==> src/rtl/serial_rx_pkg.sv <==
package serial_rx_pkg;

  localparam int unsigned CHAR_W = 8;

  typedef enum logic [2:0] {
    ST_IDLE, ST_START, ST_DATA, ST_PAR, ST_STOP1, ST_STOP2
  } rx_state_t;

  typedef struct packed {
    logic [1:0] wlen;
    logic       par_even;
    logic       par_off;
    logic       two_stop;
  } rx_cfg_t;

  localparam rx_cfg_t CFG_RESET = '{wlen: 2'd3, par_even: 1'b1,
                                    par_off: 1'b1, two_stop: 1'b0};

  // index of the final data bit: 4 + wlen
  function automatic logic [2:0] last_bit_idx(input logic [1:0] wlen);
    return {1'b1, wlen};
  endfunction

  // bits enter at the top of the shifter; move the received ones down
  function automatic logic [CHAR_W-1:0] justify(input logic [CHAR_W-1:0] sh,
                                                input logic [1:0] wlen);
    return sh >> (2'd3 - wlen);
  endfunction

  // high when data plus parity bit break the selected rule
  function automatic logic parity_bad(input logic [CHAR_W-1:0] d,
                                      input logic pbit,
                                      input logic even);
    return (^d) ^ pbit ^ ~even;
  endfunction

endpackage

==> src/rtl/rx_line_sync.sv <==
module rx_line_sync #(
  parameter int unsigned STAGES = 2
) (
  input  logic clk,
  input  logic rst,
  input  logic d,
  output logic q
);
  logic [STAGES-1:0] stage;

  generate
    if (STAGES == 1) begin : g_single
      always_ff @(posedge clk) begin
        if (rst) stage <= '1;
        else     stage <= d;
      end
    end else begin : g_chain
      always_ff @(posedge clk) begin
        if (rst) stage <= '1;
        else     stage <= {stage[STAGES-2:0], d};
      end
    end
  endgenerate

  assign q = stage[STAGES-1];
endmodule

==> src/rtl/rx_cfg_reg.sv <==
module rx_cfg_reg
  import serial_rx_pkg::*;
(
  input  logic    clk,
  input  logic    rst,
  input  logic    load,
  input  rx_cfg_t cfg_in,
  output rx_cfg_t cfg_q
);
  always_ff @(posedge clk) begin
    if (rst)       cfg_q <= CFG_RESET;
    else if (load) cfg_q <= cfg_in;
  end
endmodule

==> src/rtl/rx_frame_engine.sv <==
module rx_frame_engine
  import serial_rx_pkg::*;
#(
  parameter int unsigned OVERSAMPLE = 16
) (
  input  logic              clk,
  input  logic              rst,
  input  logic              tick,
  input  logic              rxd_s,
  input  rx_cfg_t           cfg,
  output logic              xfer,
  output logic [CHAR_W-1:0] xfer_data,
  output logic              xfer_perr,
  output logic              xfer_ferr,
  output logic              start_ok,
  output logic              glitch
);
  localparam int unsigned CNT_W = $clog2(OVERSAMPLE);
  localparam logic [CNT_W-1:0] CNT_MID  = CNT_W'(OVERSAMPLE / 2 - 1);
  localparam logic [CNT_W-1:0] CNT_FULL = CNT_W'(OVERSAMPLE - 1);

  rx_state_t         state;
  logic [CNT_W-1:0]  cnt;
  logic [2:0]        bit_idx;
  logic [CHAR_W-1:0] shreg;
  logic              pbit;
  logic              bit_end;

  assign bit_end  = tick && (cnt == CNT_FULL);
  assign start_ok = tick && (state == ST_START) && (cnt == CNT_MID) && !rxd_s;
  assign glitch   = tick && (state == ST_START) && (cnt == CNT_MID) &&  rxd_s;
  assign xfer     = bit_end && (state == ST_STOP1);

  assign xfer_data = justify(shreg, cfg.wlen);
  assign xfer_perr = !cfg.par_off && parity_bad(xfer_data, pbit, cfg.par_even);
  assign xfer_ferr = !rxd_s;

  always_ff @(posedge clk) begin
    if (rst) begin
      state   <= ST_IDLE;
      cnt     <= '0;
      bit_idx <= '0;
      shreg   <= '0;
      pbit    <= 1'b0;
    end else if (tick) begin
      case (state)
        ST_IDLE: begin
          cnt <= '0;
          if (!rxd_s) state <= ST_START;
        end
        ST_START: begin
          if (cnt == CNT_MID) begin
            cnt     <= '0;
            bit_idx <= '0;
            state   <= rxd_s ? ST_IDLE : ST_DATA;
          end else begin
            cnt <= cnt + 1'b1;
          end
        end
        ST_DATA: begin
          if (cnt == CNT_FULL) begin
            cnt   <= '0;
            shreg <= {rxd_s, shreg[CHAR_W-1:1]};
            if (bit_idx == last_bit_idx(cfg.wlen))
              state <= cfg.par_off ? ST_STOP1 : ST_PAR;
            else
              bit_idx <= bit_idx + 1'b1;
          end else begin
            cnt <= cnt + 1'b1;
          end
        end
        ST_PAR: begin
          if (cnt == CNT_FULL) begin
            cnt   <= '0;
            pbit  <= rxd_s;
            state <= ST_STOP1;
          end else begin
            cnt <= cnt + 1'b1;
          end
        end
        ST_STOP1: begin
          if (cnt == CNT_FULL) begin
            cnt   <= '0;
            state <= cfg.two_stop ? ST_STOP2 : ST_IDLE;
          end else begin
            cnt <= cnt + 1'b1;
          end
        end
        ST_STOP2: begin
          if (cnt == CNT_FULL) begin
            cnt   <= '0;
            state <= ST_IDLE;
          end else begin
            cnt <= cnt + 1'b1;
          end
        end
        default: begin
          state <= ST_IDLE;
          cnt   <= '0;
        end
      endcase
    end
  end
endmodule

==> src/rtl/rx_hold_regs.sv <==
module rx_hold_regs
  import serial_rx_pkg::*;
(
  input  logic              clk,
  input  logic              rst,
  input  logic              xfer,
  input  logic [CHAR_W-1:0] xfer_data,
  input  logic              xfer_perr,
  input  logic              xfer_ferr,
  input  logic              dr_clr_n,
  output logic [CHAR_W-1:0] rx_data,
  output logic              rx_ready,
  output logic              err_parity,
  output logic              err_frame,
  output logic              err_overrun
);
  logic unread_now;
  // a clear in the transfer cycle counts as a completed read
  assign unread_now = rx_ready && dr_clr_n;

  always_ff @(posedge clk) begin
    if (rst) begin
      rx_data     <= '0;
      rx_ready    <= 1'b0;
      err_parity  <= 1'b0;
      err_frame   <= 1'b0;
      err_overrun <= 1'b0;
    end else if (xfer) begin
      rx_data     <= xfer_data;
      rx_ready    <= 1'b1;
      err_parity  <= xfer_perr;
      err_frame   <= xfer_ferr;
      err_overrun <= unread_now;
    end else if (!dr_clr_n) begin
      rx_ready <= 1'b0;
    end
  end
endmodule

==> src/rtl/serial_char_rx.sv <==
module serial_char_rx
  import serial_rx_pkg::*;
#(
  parameter int unsigned OVERSAMPLE  = 16,
  parameter int unsigned SYNC_STAGES = 2
) (
  input  logic       clk,
  input  logic       rst,
  input  logic       tick16,
  input  logic       rxd,
  input  logic       cfg_load,
  input  logic [1:0] cfg_wlen,
  input  logic       cfg_par_even,
  input  logic       cfg_par_off,
  input  logic       cfg_two_stop,
  input  logic       dr_clr_n,
  output logic [7:0] rx_data,
  output logic       rx_ready,
  output logic       err_parity,
  output logic       err_frame,
  output logic       err_overrun
);
  rx_cfg_t           cfg_in;
  rx_cfg_t           cfg_q;
  logic              rxd_s;
  logic              xfer_evt;
  logic [CHAR_W-1:0] xfer_data;
  logic              xfer_perr;
  logic              xfer_ferr;
  logic              start_evt;
  logic              glitch_evt;

  assign cfg_in = '{wlen: cfg_wlen, par_even: cfg_par_even,
                    par_off: cfg_par_off, two_stop: cfg_two_stop};

  rx_line_sync #(.STAGES(SYNC_STAGES)) u_sync (
    .clk(clk), .rst(rst), .d(rxd), .q(rxd_s)
  );

  rx_cfg_reg u_cfg (
    .clk(clk), .rst(rst), .load(cfg_load), .cfg_in(cfg_in), .cfg_q(cfg_q)
  );

  rx_frame_engine #(.OVERSAMPLE(OVERSAMPLE)) u_eng (
    .clk(clk), .rst(rst), .tick(tick16), .rxd_s(rxd_s), .cfg(cfg_q),
    .xfer(xfer_evt), .xfer_data(xfer_data), .xfer_perr(xfer_perr),
    .xfer_ferr(xfer_ferr), .start_ok(start_evt), .glitch(glitch_evt)
  );

  rx_hold_regs u_hold (
    .clk(clk), .rst(rst), .xfer(xfer_evt), .xfer_data(xfer_data),
    .xfer_perr(xfer_perr), .xfer_ferr(xfer_ferr), .dr_clr_n(dr_clr_n),
    .rx_data(rx_data), .rx_ready(rx_ready), .err_parity(err_parity),
    .err_frame(err_frame), .err_overrun(err_overrun)
  );
endmodule

==> config.mk <==
export PLATFORM = sky130hd
export DESIGN_NAME = serial_char_rx
export DESIGN_NICKNAME = d
export VERILOG_FILES = /design/src/rtl/serial_rx_pkg.sv /design/src/rtl/rx_line_sync.sv /design/src/rtl/rx_cfg_reg.sv /design/src/rtl/rx_frame_engine.sv /design/src/rtl/rx_hold_regs.sv /design/src/rtl/serial_char_rx.sv
export SDC_FILE = /design/constraint.sdc
export NUM_CORES = 1
export LEC_CHECK = 0
export BUFFER_PORTS_ARGS = -buffer_cell sky130_fd_sc_hd__clkbuf_2
export CORE_MARGIN = 2
export CORE_UTILIZATION = 45
export CTS_CLUSTER_SIZE = 16
export DETAILED_ROUTE_END_ITERATION = 10
export PLACE_DENSITY = 0.74
export SYNTH_ARGS = -nofsm -noshare
export SYNTH_HDL_FRONTEND = slang
export SYNTH_SLANG_ARGS = --single-unit
==> constraint.sdc <==
create_clock -name clk -period 1.75 [get_ports clk]
set_input_delay 0.2625 -clock clk [delete_from_list [all_inputs] [get_ports clk]]
set_output_delay 0.2625 -clock clk [all_outputs]
set_load 0.05 [all_outputs]
==> metrics.md, run 1 <==
| Metric | Value |
|---|---|
| Number of max-cap violations | 0 |
| Sw frac | 26.45% |
| # diodes | 0 |
| Cell Area, Placed | 0.002207 sq mm |
| Mean post-synth cell area | 8.308 sq um |
| Post-synthesis simple-gate area fraction | 23.69% |
| WHS Endpoint | u_sync.stage[0] |
| Reg-to-reg slack, setup | 0.07 ns |
| Netlist cell types | 44 |
| CORE AREA | 0.004294 sq mm |
| # IOs | 23 |
| Status | complete, no violations |
| Crit path required time | 1.98 ns |
| Area of the multi-input gates | 0.001177 sq mm |
| Synth-to-layout area growth | 22.24% |
| Xor/xnor share of the synthesized area | 4.852% |
| Post-synthesis adder-cell area fraction | 1.260% |
| TritonCTS Buffers | 5 |
| Vias/cell | 5.443 |
| Clk sinks | 38 |
| CP Class | reg2reg |
| Synth Area in Compound Gates | 15.00% |
| DRT iter0 DRCs | 75 |
| Share of synthesized flip-flops with an asynchronous set or reset | 0% |
| Yosys reg bits | 38 |
| Largest net degree at the start of global routing | 15 |
| Worst reg2reg startpoint | u_cfg.cfg_q[4] |
| FF-to-FF path depth | 6 |
| WHS Path Cells | 2 |
| DP HPWL | 3204 um |
| Initial Util | 46.24% |
| Yosys top cell area share | 38.31% |
| Initial antenna violation count | 0 |
| Setup crit end kind | register |
| Maximum buffer depth of the clock tree | 2 |
| Clk root buf | clkbuf_8 |
| Syn_nets | 252 |
| Number of remaining DRC errors | 0 |
| Combinational family with the most area after synthesis | simple AND/OR/NAND/NOR gates |
| Worst-margin pin slew | 0.3048 ns |
| Total congestion overflow | 0 |
| Die Wd | 70.43 um |
| Most frequent cells in the layout | nand2_1 (33), dfxtp_1 (28), nor2_1 (25), clkbuf_2 (22), a21oi_1 (21) |
| Die ar. | 0.004960 sq mm |
| Routed WL per cell | 13.98 um |
| Post-synth EDFFs | 0 |
| Via Count | 1,769 |
| CTS tree | yes |
| Int Power | 1.301 mW |
| Largest cells by area after synthesis | dfxtp_1 (38%), mux2i_1 (8.6%), nand2_1 (6.2%) |
| Fin worst setup slack | 0.07493 ns |
| Reg clk slew, reported paths | 0.08 ns |
| Worst slack, placed | -0.04846 ns |
| Post-layout nets | 285 |
| Site row count | 24 |
| DRT Pass-1 Iters | 5 |
| Number of global-route vias before repair | 1,675 |
| Largest area contributor in the netlist | dfxtp_1 |
| Cells after synthesis | 239 |
| Arr. time, crit path | 1.90 ns |
| Clock Skew | 0.006523 ns |
| Synth Cell Area | 0.001986 sq mm |
| Achievable clock frequency | 597.0 MHz |
| Routed Antenna Nets | 0 |
| Commonest non-fill, non-tap cell in the layout | nand2_1 |
| Hold buffers post-CTS | 0 |
| Switch Pwr | 467.8 uW |
| Post-synth top flop | dfxtp_1 |
| Yosys Warn Count | 0 |
| Worst rel slew slack | 79.10% |
| Tightest Hold Check Type | in2reg |
| Fillcell total | 384 |
| Final worst-path cycle share | 95.72% |
| Endpoints failing hold | 0 |
| Final Critical Period | 1.675 ns |
| Peak supply drop | 0.5506 mV |
| Share of cells above drive strength 1 | 29.67% |
| Global-route wire length before repair | 7327 um |
| Total Routing Usage GR | 18.63% |
| Multiplexer share of the synthesized area | 10.84% |
| Reg area | 775.7 sq um |
| Setup TNS | 0 ns |
| Worst setup SP type | register |
| H-tree depth | 2 |
| Count of final setup violators | 0 |
| Post-Route WL | 4545 um |
| PwrDens | 728.7 mW/mm^2 |
| Worst skew pair latency | 0.30 ns |
| Sequential power share | 51.1% |
| Pleak | 0.9905 nW |
| R2R Path End | u_eng.state[1] |
| Crit path max fanout | 3 |
| Clock power share | 36.5% |
| Worst hold path startpoint | rxd |
| Placer Congestion | 0.8872 |
| Gate power share | 12.4% |
| Slew Limit Fails | 0 |
| Post-route design area | 0.002427 sq mm |
| Number of port buffers | 22 |
| Post-synthesis sequential area ratio | 38.31% |
| Die Height | 70.43 um |
==> cells in the mapped netlist (2+ instances only) <==
master,n
a21oi_1,21
ha_1,2
clkbuf_1,8
or2_2,2
o21ai_0,4
inv_1,7
nor3_1,6
xor2_1,5
nand4b_1,2
and3_1,3
nor2_1,25
o211ai_1,4
buf_6,3
o21ai_1,2
nand3b_1,2
a211o_1,2
buf_2,6
nand3_1,9
nand4_1,3
mux2i_1,17
dfxtp_1,38
o22ai_1,3
nand2b_1,3
xnor2_1,6
a211oi_1,3
nand2_1,33
a31oi_1,3
==> kinds of logic (layout without fill, tap and decap cells) <==
group,Yosys count,in the layout
fa+ha+maj,2,2
compound gates,48,48
buf+inv,24,58
simple gates,96,96
flops,38,38
xor+xnor,11,11
mux,20,20
==> power by group through the flow <==
stage               logic (mW)  clock network (mW)  registers (mW)
finish                   0.219               0.646           0.904
global route             0.239               0.691           0.906
CTS                      0.195               0.661           0.900
detailed placement       0.194                   0           0.920
global placement         0.187                   0           0.920
floorplan                0.149                   0           0.913
==> worst max-delay path, cell delays in order (launching register included) <==
cell,delay [ns]
dfxtp_4,0.37
xnor2_2,0.16
nand3_1,0.11
o22ai_2,0.19
a31oi_2,0.13
or4_1,0.51
a21oi_1,0.13
==> per-stage QoR <==
stage,std cells,util [%],hold WS [ns],power [mW]
finish,325,56.53,0.1378,1.769
global route,325,56.53,0.1403,1.836
CTS,321,53.93,0.1359,1.756
detailed placement,313,51.40,0.3942,1.114
global placement,313,51.40,0.3933,1.106
floorplan,239,-,0.3663,1.062
==> sequential cells by signal (all words and copies together), names as in the netlist <==
signal	cells
u_eng.shreg	8
u_eng.bit_idx	3
u_cfg.cfg_q	5
u_eng.cnt	4
u_hold.rx_data	8
u_sync.stage	2
u_eng.state	3
u_hold.err_overrun	1
u_hold.err_parity	1
u_eng.pbit	1
u_hold.rx_ready	1
u_hold.err_frame	1
==> worst max path at each step <==
stage,from,endpoint,slack [ns],cells after the start
detailed placement,u_eng.cnt[1],u_eng.state[1],-0.05,7
global route,u_cfg.cfg_q[4],u_hold.err_parity,-0.01,7
CTS,u_eng.state[1],u_eng.state[1],0.009,6
finish,u_cfg.cfg_q[4],u_eng.state[1],0.07,6
floorplan,u_eng.cnt[0],u_eng.state[1],0.09,7
global placement,u_eng.bit_idx[0],u_eng.state[1],0.05,6
==> cell type report <==
cell class                 count  share of cell area, %
inverter                       7                  1.082
multi-input combinational    177                  48.51
sequential                    38                  31.96
tap                           52                  2.680
clock buffer                   6                  3.402
timing repair buffer          43                  11.86
clock inverter                 2                 0.5155
==> metal layers <==
metal / vias up / part of all wire (%) / track usage, %
li1: 900 / - / -
met1: 835 / 43 / 21.38
met2: 25 / 52 / 33.02
met3: 9 / 3.1 / 3.463
met4: 0 / 1.9 / 8.761
met5: - / 0 / 0
==> what timing repair did <==
action                     4_1_cts  5_1_grt
setup buffers                    0        4
setup endpoints to repair        1        3
pin swaps                        0        4
gates resized for setup          3       22
No activity file was read; power rests on OpenSTA's default activity.
==> run 2, diff against run 1 <==
CORE_UTILIZATION = 52   (was 45)
PLACE_DENSITY = 0.82   (was 0.74)
==> metrics.md, run 2 (synthesized netlist as in run 1, its figures left out) <==
| Metric | Value |
|---|---|
| Largest net degree at the start of global routing | 21 |
| Clock Skew | 0.007866 ns |
| Worst skew pair latency | 0.29 ns |
| Count of final setup violators | 0 |
| Tightest Hold Check Type | in2reg |
| TritonCTS Buffers | 5 |
| Placer Congestion | 0.8948 |
| Endpoints failing hold | 0 |
| Initial Util | 54.24% |
| Clk root buf | clkbuf_8 |
| Via Count | 1,811 |
| Total congestion overflow | 0 |
| Number of port buffers | 22 |
| Number of remaining DRC errors | 0 |
| Vias/cell | 5.572 |
| Pleak | 1.031 nW |
| Site row count | 22 |
| Setup TNS | 0 ns |
| Final worst-path cycle share | 97.59% |
| Post-layout nets | 291 |
| Fillcell total | 281 |
| Routed Antenna Nets | 0 |
| Setup crit end kind | register |
| Worst setup SP type | register |
| Worst rel slew slack | 73.09% |
| DRT Pass-1 Iters | 4 |
| Worst reg2reg startpoint | u_cfg.cfg_q[4] |
| Peak supply drop | 0.5334 mV |
| Status | complete, no violations |
| DRT iter0 DRCs | 85 |
| Crit path required time | 1.95 ns |
| Number of max-cap violations | 0 |
| Crit path launch | u_cfg.cfg_q[4] |
| Achievable clock frequency | 585.6 MHz |
| Die Height | 65.80 um |
| Maximum buffer depth of the clock tree | 2 |
| Final Critical Period | 1.708 ns |
| Commonest non-fill, non-tap cell in the layout | nand2_1 |
| PwrDens | 687.9 mW/mm^2 |
| Initial antenna violation count | 0 |
| Arr. time, crit path | 1.90 ns |
| CP Class | reg2reg |
| Global-route wire length before repair | 7665 um |
| Hold buffers post-CTS | 0 |
| Most frequent cells in the layout | nand2_1 (33), dfxtp_1 (29), buf_4 (24), nor2_1 (23), clkbuf_2 (22) |
| Number of global-route vias before repair | 1,683 |
| Clk sinks | 38 |
| # diodes | 0 |
| Die Wd | 65.80 um |
| CORE AREA | 0.003661 sq mm |
| Post-Route WL | 4744 um |
| Largest regs | u_eng.shreg x8, u_hold.rx_data x8, u_cfg.cfg_q x5 |
| Slew Limit Fails | 0 |
| # IOs | 23 |
| Hold Slack | 0.1616 ns |
| Core Util, Final | 67.98% |
| Worst-margin pin slew | 0.4036 ns |
| CTS tree | yes |
| Synth-to-layout area growth | 25.33% |
| Worst hold path startpoint | rxd |
| Die ar. | 0.004329 sq mm |
| Routed WL per cell | 14.60 um |
| DP HPWL | 3085 um |
| Unrepaired setup endpoints after global routing | yes |
| Total Routing Usage GR | 23.11% |
| H-tree depth | 2 |
| Crit path max fanout | 5 |
| Reg clk slew, reported paths | 0.07 ns |
| Share of cells above drive strength 1 | 31.77% |
## run 2: changes by cell type in the layout (fill, tap and decap cells not counted), moves of 2 or more
| cell | change |
|---|---|
| buf_4 | +5 |
| dfxtp_2 | -4 |
| dfxtp_4 | +3 |
| mux2_2 | -2 |
| mux2_4 | +2 |
| nor2_1 | -2 |
| nor2_2 | +2 |
## run 2: path summary, 6_finish.rpt
path         slack (ns)  cells past startpoint                end
max                0.04                      7  u_hold.err_parity
min                0.16                      2    u_sync.stage[0]
max reg2reg        0.04                      7  u_hold.err_parity
min reg2reg        0.40                      1    u_sync.stage[1]
## run 2: area by class of cell
class | count | area [sq um] | share of cell area [%]
repair buffers | 49 | 355.3 | 14.28
flip-flops and latches | 38 | 782.0 | 31.42
multi-input cells | 177 | 1182 | 47.51
well taps | 48 | 60.06 | 2.413
clock buffers | 6 | 82.58 | 3.318
inverters | 7 | 26.28 | 1.056
## run 2: stage by stage
stage	setup slack [ns]	instance area (sq um)	power [mW]	std cells
after floorplan	0.08681	1986	1.062	239
after global placement	0.06291	2230	1.105	311
after detailed placement	-0.0002005	2230	1.110	311
after CTS	0.01726	2333	1.692	317
after global routing	-0.02865	2489	1.797	325
final	0.04225	2489	1.712	325
## run 2: critical path: stages (launching register included)
cell      delay, ns
dfxtp_4        0.38
buf_12         0.12
mux2i_2        0.31
xnor2_1        0.20
xnor2_1        0.17
xnor2_1        0.18
nand3_1        0.12
o211ai_1       0.14
## run 2: metal layers
| metal | GRT usage, % | vias to the layer above | part of all wire, % |
|---|---|---|---|
| met5 | 0 | - | 0 |
| met4 | 7.552 | 0 | 1.1 |
| met3 | 5.111 | 6 | 2.8 |
| met2 | 39.65 | 27 | 53 |
| met1 | 28.60 | 864 | 43 |
| li1 | - | 914 | - |
## run 2: timing repair
action | CTS | global route
gates resized for setup | 7 | 23
buffers inserted | 0 | 7
pin swaps | 0 | 10
cloned | 0 | 1
setup endpoints to repair | 2 | 14
## run 2: power by group
group	total [mW]	internal, mW	switching [mW]
registers	0.906	0.879	0.0269
clock network	0.585	0.303	0.281
logic	0.221	0.107	0.114
